$ cat src/rtl/dec_digit_mult_array.sv
module dec_digit_mult_array #(
  parameter int NDIG = 4
) (
  input  logic                  clk,
  input  logic                  rst_n,
  input  logic                  in_valid,
  input  logic [4*NDIG+3:0]     mcand_sm,
  input  logic [3:0]            mplier_sm,
  output logic                  out_valid,
  output logic [3*NDIG+2:0]     up_dig,
  output logic [4*NDIG+3:0]     lo_dig
);
  localparam int POS = NDIG + 1;

  logic [3*POS-1:0] up_c;
  logic [4*POS-1:0] lo_c;

  wire       b_sgn = mplier_sm[3];
  wire [2:0] b_mag = mplier_sm[2:0];

  for (genvar k = 0; k < NDIG; k++) begin : g_pos
    wire [2:0] a_mag = mcand_sm[4*k +: 3];
    wire       s     = mcand_sm[4*k+3] ^ b_sgn;
    wire [4:0] prod  = {2'b00, a_mag} * {2'b00, b_mag};
    logic [1:0] um;
    logic       tneg;
    logic [2:0] lm;

    always_comb begin
      um = 2'd0; tneg = 1'b0; lm = 3'd0;
      if (a_mag == 3'd0 || b_mag == 3'd0) begin
        lm = 3'd0;
      end else if (a_mag == 3'd1) begin
        lm = b_mag;
      end else if (b_mag == 3'd1) begin
        lm = a_mag;
      end else begin
        case (prod)
          5'd4:    begin um = 2'd0; lm = 3'd4; end
          5'd6:    begin um = 2'd1; lm = 3'd4; tneg = 1'b1; end
          5'd8:    begin um = 2'd1; lm = 3'd2; tneg = 1'b1; end
          5'd9:    begin um = 2'd1; lm = 3'd1; tneg = 1'b1; end
          5'd10:   begin um = 2'd1; lm = 3'd0; end
          5'd12:   begin um = 2'd1; lm = 3'd2; end
          5'd15:   begin um = 2'd1; lm = 3'd5; end
          5'd16:   begin um = 2'd2; lm = 3'd4; tneg = 1'b1; end
          5'd20:   begin um = 2'd2; lm = 3'd0; end
          5'd25:   begin um = 2'd2; lm = 3'd5; end
          default: begin um = 2'd0; lm = 3'd0; end
        endcase
      end
    end

    assign up_c[3*k +: 3] = {s, um};
    assign lo_c[4*k +: 4] = {s ^ tneg, lm};
  end

  wire top_s  = mcand_sm[4*NDIG+3] ^ b_sgn;
  wire top_nz = |mcand_sm[4*NDIG +: 3];
  assign up_c[3*NDIG +: 3] = {top_s, 2'b00};
  assign lo_c[4*NDIG +: 4] = {top_s, top_nz ? b_mag : 3'd0};

  always_ff @(posedge clk) begin
    if (!rst_n) begin
      out_valid <= 1'b0;
      up_dig    <= '0;
      lo_dig    <= '0;
    end else begin
      out_valid <= in_valid;
      if (in_valid) begin
        up_dig <= up_c;
        lo_dig <= lo_c;
      end
    end
  end
endmodule

$ cat config.mk
export PLATFORM = sky130hd
export DESIGN_NAME = dec_digit_mult_array
export DESIGN_NICKNAME = d
export VERILOG_FILES = /design/src/rtl/dec_digit_mult_array.sv
export SDC_FILE = /design/constraint.sdc
export NUM_CORES = 1
export LEC_CHECK = 0
export BUFFER_PORTS_ARGS = -buffer_cell sky130_fd_sc_hd__buf_2
export CORE_MARGIN = 5
export CORE_UTILIZATION = 56
export DETAILED_ROUTE_END_ITERATION = 16
export MAX_ROUTING_LAYER = met4
export PLACE_DENSITY = 0.88
export SLEW_MARGIN = 20
export SYNTH_ARGS = -nofsm -noshare
export SYNTH_HDL_FRONTEND = slang
export SYNTH_SLANG_ARGS = --single-unit
$ cat constraint.sdc
create_clock -name clk -period 4.1 [get_ports clk]
set_input_delay 0.615 -clock clk [delete_from_list [all_inputs] [get_ports clk]]
set_output_delay 0.615 -clock clk [all_outputs]
set_load 0.03 [all_outputs]
## Word level (Yosys, flattened, before mapping)

Cells that the tools add are included.

| word-level totals | value |
|---|---|
| output and inout port bits | 36 |
| flip-flop bits (word level) | 34 |

| operators by class | value |
|---|---|
| eq/ne operators | 45 |
| muxes and demuxes | 49 |
| bitwise operators | 9 |
| multiply operators | 4 |
| reduce and logical (&&, ||, !) cells | 34 |

Operators with widths:

| cell | count |
|---|---|
| 5-bit by 4-bit == test with 1-bit output (second input constant) | 20 |
| 5-bit == test (second input constant) | 12 |
| 3-bit case mux with 4 select lines | 4 |
| 5-bit by 3-bit == test with 1-bit output (second input constant) | 8 |
| 3-bit two-way mux | 13 |
| 3-bit OR reduction | 9 |
| 2-bit two-way mux | 12 |
| 6-bit OR reduction | 4 |
| 3-bit by 3-bit multiplier with 5-bit output | 4 |
| 1-bit two-way mux | 16 |
| 2-bit case mux with 2 select lines | 4 |
| 2-bit OR reduction | 8 |
| 4-bit OR reduction | 4 |
| 3-bit by 1-bit == test with 1-bit output (second input constant) | 5 |
| 3-bit logical NOT | 5 |
| 1-bit bitwise XOR | 9 |
| 1-bit logical OR | 4 |

## Depth between registers and ports, before layout

| depth | value |
|---|---|
| word-level depth | 8 |
| gate-level depth with buffers | 14 |
| depth with buffers taken out | 11 |

## Worst setup path after synthesis

OpenSTA, ideal clock, no wires.

| path | value |
|---|---|
| path kind | input to register |
| start | input port mplier_sm[0] |
| end | register up_dig[10] |
| arrival | 3.244 ns |
| required time | 4.035 ns |
| buffers on the path | 3 |
| setup slack | 0.791 ns |
| cell stages on the path | 14 |
| path through | buf_2 -> clkbuf_1 -> nand2_1 -> fa_1 -> inv_1 -> ha_1 -> inv_1 -> fa_1 -> clkbuf_1 -> a21boi_0 -> a21oi_1 -> nor4b_1 -> mux2i_1 -> nor2b_1 |

| on the way | value |
|---|---|
| longest elaborated chain between the ends | 7 |
| elaborated cells between the ends (all ways) | 19 |
| classes of those cells | 1 x mul; 10 x eq/ne; 4 x mux; 4 x reduce/logical |

Ends and longest elaborated chain:

| what | RTL line | text |
|---|---|---|
| start, declared | 8 | `input logic [3:0] mplier_sm,` |
| 3-bit by 3-bit multiplier with 5-bit output | 24 | `wire [4:0] prod = {2'b00, a_mag} * {2'b00, b_mag};` |
| 5-bit by 4-bit == test with 1-bit output, or another cell as far along | 38 | `case (prod)` |
| 6-bit OR reduction (no line) / 3-bit OR reduction (equally long branches) | -- |  |
| 2-bit case mux with 2 select lines | 38 |  |
| 2-bit two-way mux | 35 | `end else if (b_mag == 3'd1) begin` |
| 2-bit two-way mux | 33 | `end else if (a_mag == 3'd1) begin` |
| 2-bit two-way mux (*) | 31 | `if (a_mag == 3'd0 \|\| b_mag == 3'd0) begin` |
| end signal, assigned | 71 | `up_dig <= up_c;` |
| end, declared | 10 | `output logic [3*NDIG+2:0] up_dig,` |

Every way passes the cells marked *; elsewhere a longest branch is shown, timed or not.
A chain may end at the register's enable or synchronous reset.

## Worst setup path in the final report

| path | value |
|---|---|
| start | input port mplier_sm[2] |
| end | register lo_dig[11] |

| on the way | value |
|---|---|
| longest elaborated chain between the ends | 8 |
| elaborated cells between the ends (all ways) | 14 |
| classes of those cells | 1 x mul; 5 x eq/ne; 4 x mux; 1 x bitwise; 3 x reduce/logical |

Ends and longest elaborated chain:

| what | RTL line | text |
|---|---|---|
| 3-bit by 3-bit multiplier with 5-bit output | 24 |  |
| 5-bit == test, or another cell as far along | 38 |  |
| 4-bit OR reduction (no line) | -- |  |
| 1-bit two-way mux | 38 |  |
| 1-bit two-way mux | 35 |  |
| 1-bit two-way mux | 33 |  |
| 1-bit two-way mux (*) | 31 |  |
| 1-bit bitwise XOR (*) | 55 | `assign lo_c[4*k +: 4] = {s ^ tneg, lm};` |
| end signal, assigned | 72 | `lo_dig <= lo_c;` |
| end, declared | 11 | `output logic [4*NDIG+3:0] lo_dig` |

Marked as above.

==> impl_metrics.tcl <==
set metrics [dict create \
    status "complete, no violations" \
    grt_start_max_net_pins 39 \
    htreeDepth 2 \
    start_util_pct 57.50 \
    clockBufferDepth 2 \
    slew_viol_final 0 \
    port_buffers 60 \
    relSlewSlack_pct 42.57 \
    clk_latency_ns 0.29 \
    post-cts-setup-buffers 0 \
    path_clk_slew_ns 0.07 \
    core_sq_um 5107 \
    synthCells 383 \
    skew_ns 0 \
    antenna_found_initial 0 \
    seq_area_frac_synth_pct 22.50 \
    grt_pass1_vias 2783 \
    synth_top_cell_by_area "dfxtp_1" \
    arrival_ns 3.72 \
    cp_slowest_stage_delay_ns 0.52 \
    grt_usage_pct 24.63 \
    crit_fanout 26 \
    first_pass_iters 5 \
    root_buffer "clkbuf_8" \
    cts_resized 0 \
    worstMarginPinSlew_ns 0.8524 \
    dp_hpwl_um 5568 \
    synth.area.top_cells "dfxtp_1 (22%), nand2_1 (6.8%), fa_1 (5.5%)" \
    dieArea_sq_um 6792 \
    drt_wl_total_um 7814 \
    total_power_uw 998.1 \
    fp-row-count 26 \
    synth-seq-cells 33 \
    n_antenna_cell 0 \
    finalSetupViolCount 0 \
    ioPinCount 63 \
    vdd_ir_drop_max_uv 133.7 \
    synth_top_flop_cell "dfxtp_1" \
    drc 0 \
    period_needed_ns 3.493 \
    end_kind "flip-flop" \
    vias 3023 \
    async_flop_share_pct 0 \
    synth.distinct_cells 57 \
    die_h_um 82.42 \
    first_iter_violations 318 \
    required_ns 4.32 \
    path_cells "buf_2 -> nand2_1 -> fa_1 -> inv_1 -> ha_1 -> inv_1 -> fa_1 -> xnor2_2 -> xnor2_1 -> o21ai_0 -> a2111o_1 -> o211ai_1" \
    clock-sinks 33 \
    fmax_mhz 286.3 \
    hp-class "reg -> reg" \
    rsz0062_at_grt "no" \
    holdBufCountCts 0 \
    wl_per_cell_um 15.72 \
    syn_avg_cell_area_sq_um 7.667 \
    drv_cap 0 \
    fin_nets 474 \
    grt_pass1_wl_um 12730 \
    ys_warn_count 0 \
    gp_congestion 0.9137 \
    p_leak_nw 1.461 \
    synthTopCellsByCount "nand2_1 (53), dfxtp_1 (33), nor2_1 (27), and2_1 (21), o21ai_0 (20)" \
    synth_most_common_cell "nand2_1" \
    die_w_um 82.42 \
    p_per_area_nw_per_um2 302.0 \
    synth.top_cell.area_share_pct 22.50 \
    finalHoldViolCount 0 \
    final_cells 497 \
    drive_gt1_share_pct 18.74 \
    cpMaxStageDelayCell "fa_1" \
    synth_area_sq_um 2937 \
    synth-edff-count 0 \
    grt.overflow.total 0 \
    cts_made_buffers 5 \
    cp.buffers_inverters 3 \
    cpLargestDelayFamily "adder cells" \
    fin_tns_setup_ns 0 \
    pre_cts_slack_ns 0.4070 \
    via_per_inst 6.082 \
    start_kind "input port" \
    dp.cells 490 \
    crit_type "in -> reg" \
    syn2layout_area_growth_pct 12.53 \
    timing.final.ws_setup_ns 0.6066 \
    ant_nets 0 \
    timing.final.crit_share_pct 85.20 \
    cts_tree "built" \
]
registers in the layout (all words and copies together) (netlist names):
| register | cells |
|---|---|
| lo_dig | 20 |
| out_valid | 1 |
| up_dig | 12 |
final timing paths:
kind	cells after the start	startpoint	slack, ns	endpoint
setup / recovery	12	mplier_sm[2]	0.61	lo_dig[11]$_SDFFE_PN0P_
hold / removal	2	up_dig[0]$_SDFFE_PN0P_	0.46	up_dig[0]$_SDFFE_PN0P_
setup reg to reg	4	lo_dig[6]$_SDFFE_PN0P_	2.97	lo_dig[6]$_SDFFE_PN0P_
hold reg to reg	2	up_dig[0]$_SDFFE_PN0P_	0.46	up_dig[0]$_SDFFE_PN0P_
report_power, final:
part / internal, mW / leakage, nW / switching [mW]
registers: 0.341 / 0.270 / 0.0107
clock network: 0.133 / 0.0443 / 0.120
logic: 0.145 / 1.15 / 0.248
layout by cell type, fill, tap and decap left out, drive strengths merged, types with 5 or more instances in the layout:
cell type,n
inv,20
nor4,5
clkbuf,7
nor3,5
buf,61
nand2,54
and2,21
nor2,27
o211a,5
o21ai,21
or2,5
a21boi,7
nor2b,10
xnor2,14
a21oi,16
nand3,13
a22oi,6
o211ai,8
a211oi,7
ha,12
dfxtp,33
fa,8
mux2i,7
cell families (layout without fill, tap and decap cells):
logic type / count (synthesis) / in the layout / synth area share [%]
multiplexers: 7 / 7 / 2.386
XOR/XNOR: 16 / 16 / 5.795
other: 1 / 2 / 0.1277
adder cells (fa/ha/maj): 24 / 24 / 11.93
flip-flops: 33 / 33 / 22.50
AND/OR/NAND/NOR: 159 / 159 / 27.44
buffers and inverters: 45 / 88 / 6.562
AO/OA/AOI/OAI: 98 / 98 / 23.26
per-layer routing:
metal	GRT usage (%)	routed length, um	up-vias	part of all wire [%]
met5	-	0	-	0
met4	9.468	211	0	2.7
met3	3.796	669	29	8.6
met2	40.71	3766	162	48
met1	30.12	3166	1386	41
li1	-	-	1446	-
layout make-up:
class                   instances  area, sq um
well taps                      70        87.58
fillers                       470         1803
inverters                      20        75.07
multi-input cells             306         2087
repair buffers                 61        307.8
flip-flops and latches         33        660.6
clock buffers                   7        86.33
stage by stage:
stage                     utilization [%]  cell area (sq um)  hold slack [ns]
final                               64.70               3304           0.4644
after global placement              63.01               3218           0.4513
after global routing                64.70               3304           0.4880
after CTS                           64.70               3304           0.4648
after floorplan                         -               2940           0.5935
after detailed placement            63.01               3218           0.4545
tightest hold or removal path: stages, from the launching register on:
cell and delay [ns]:
dfxtp_1 0.31, nand2_1 0.06, a21boi_1 0.05
Power figures use the tool's default switching activity.
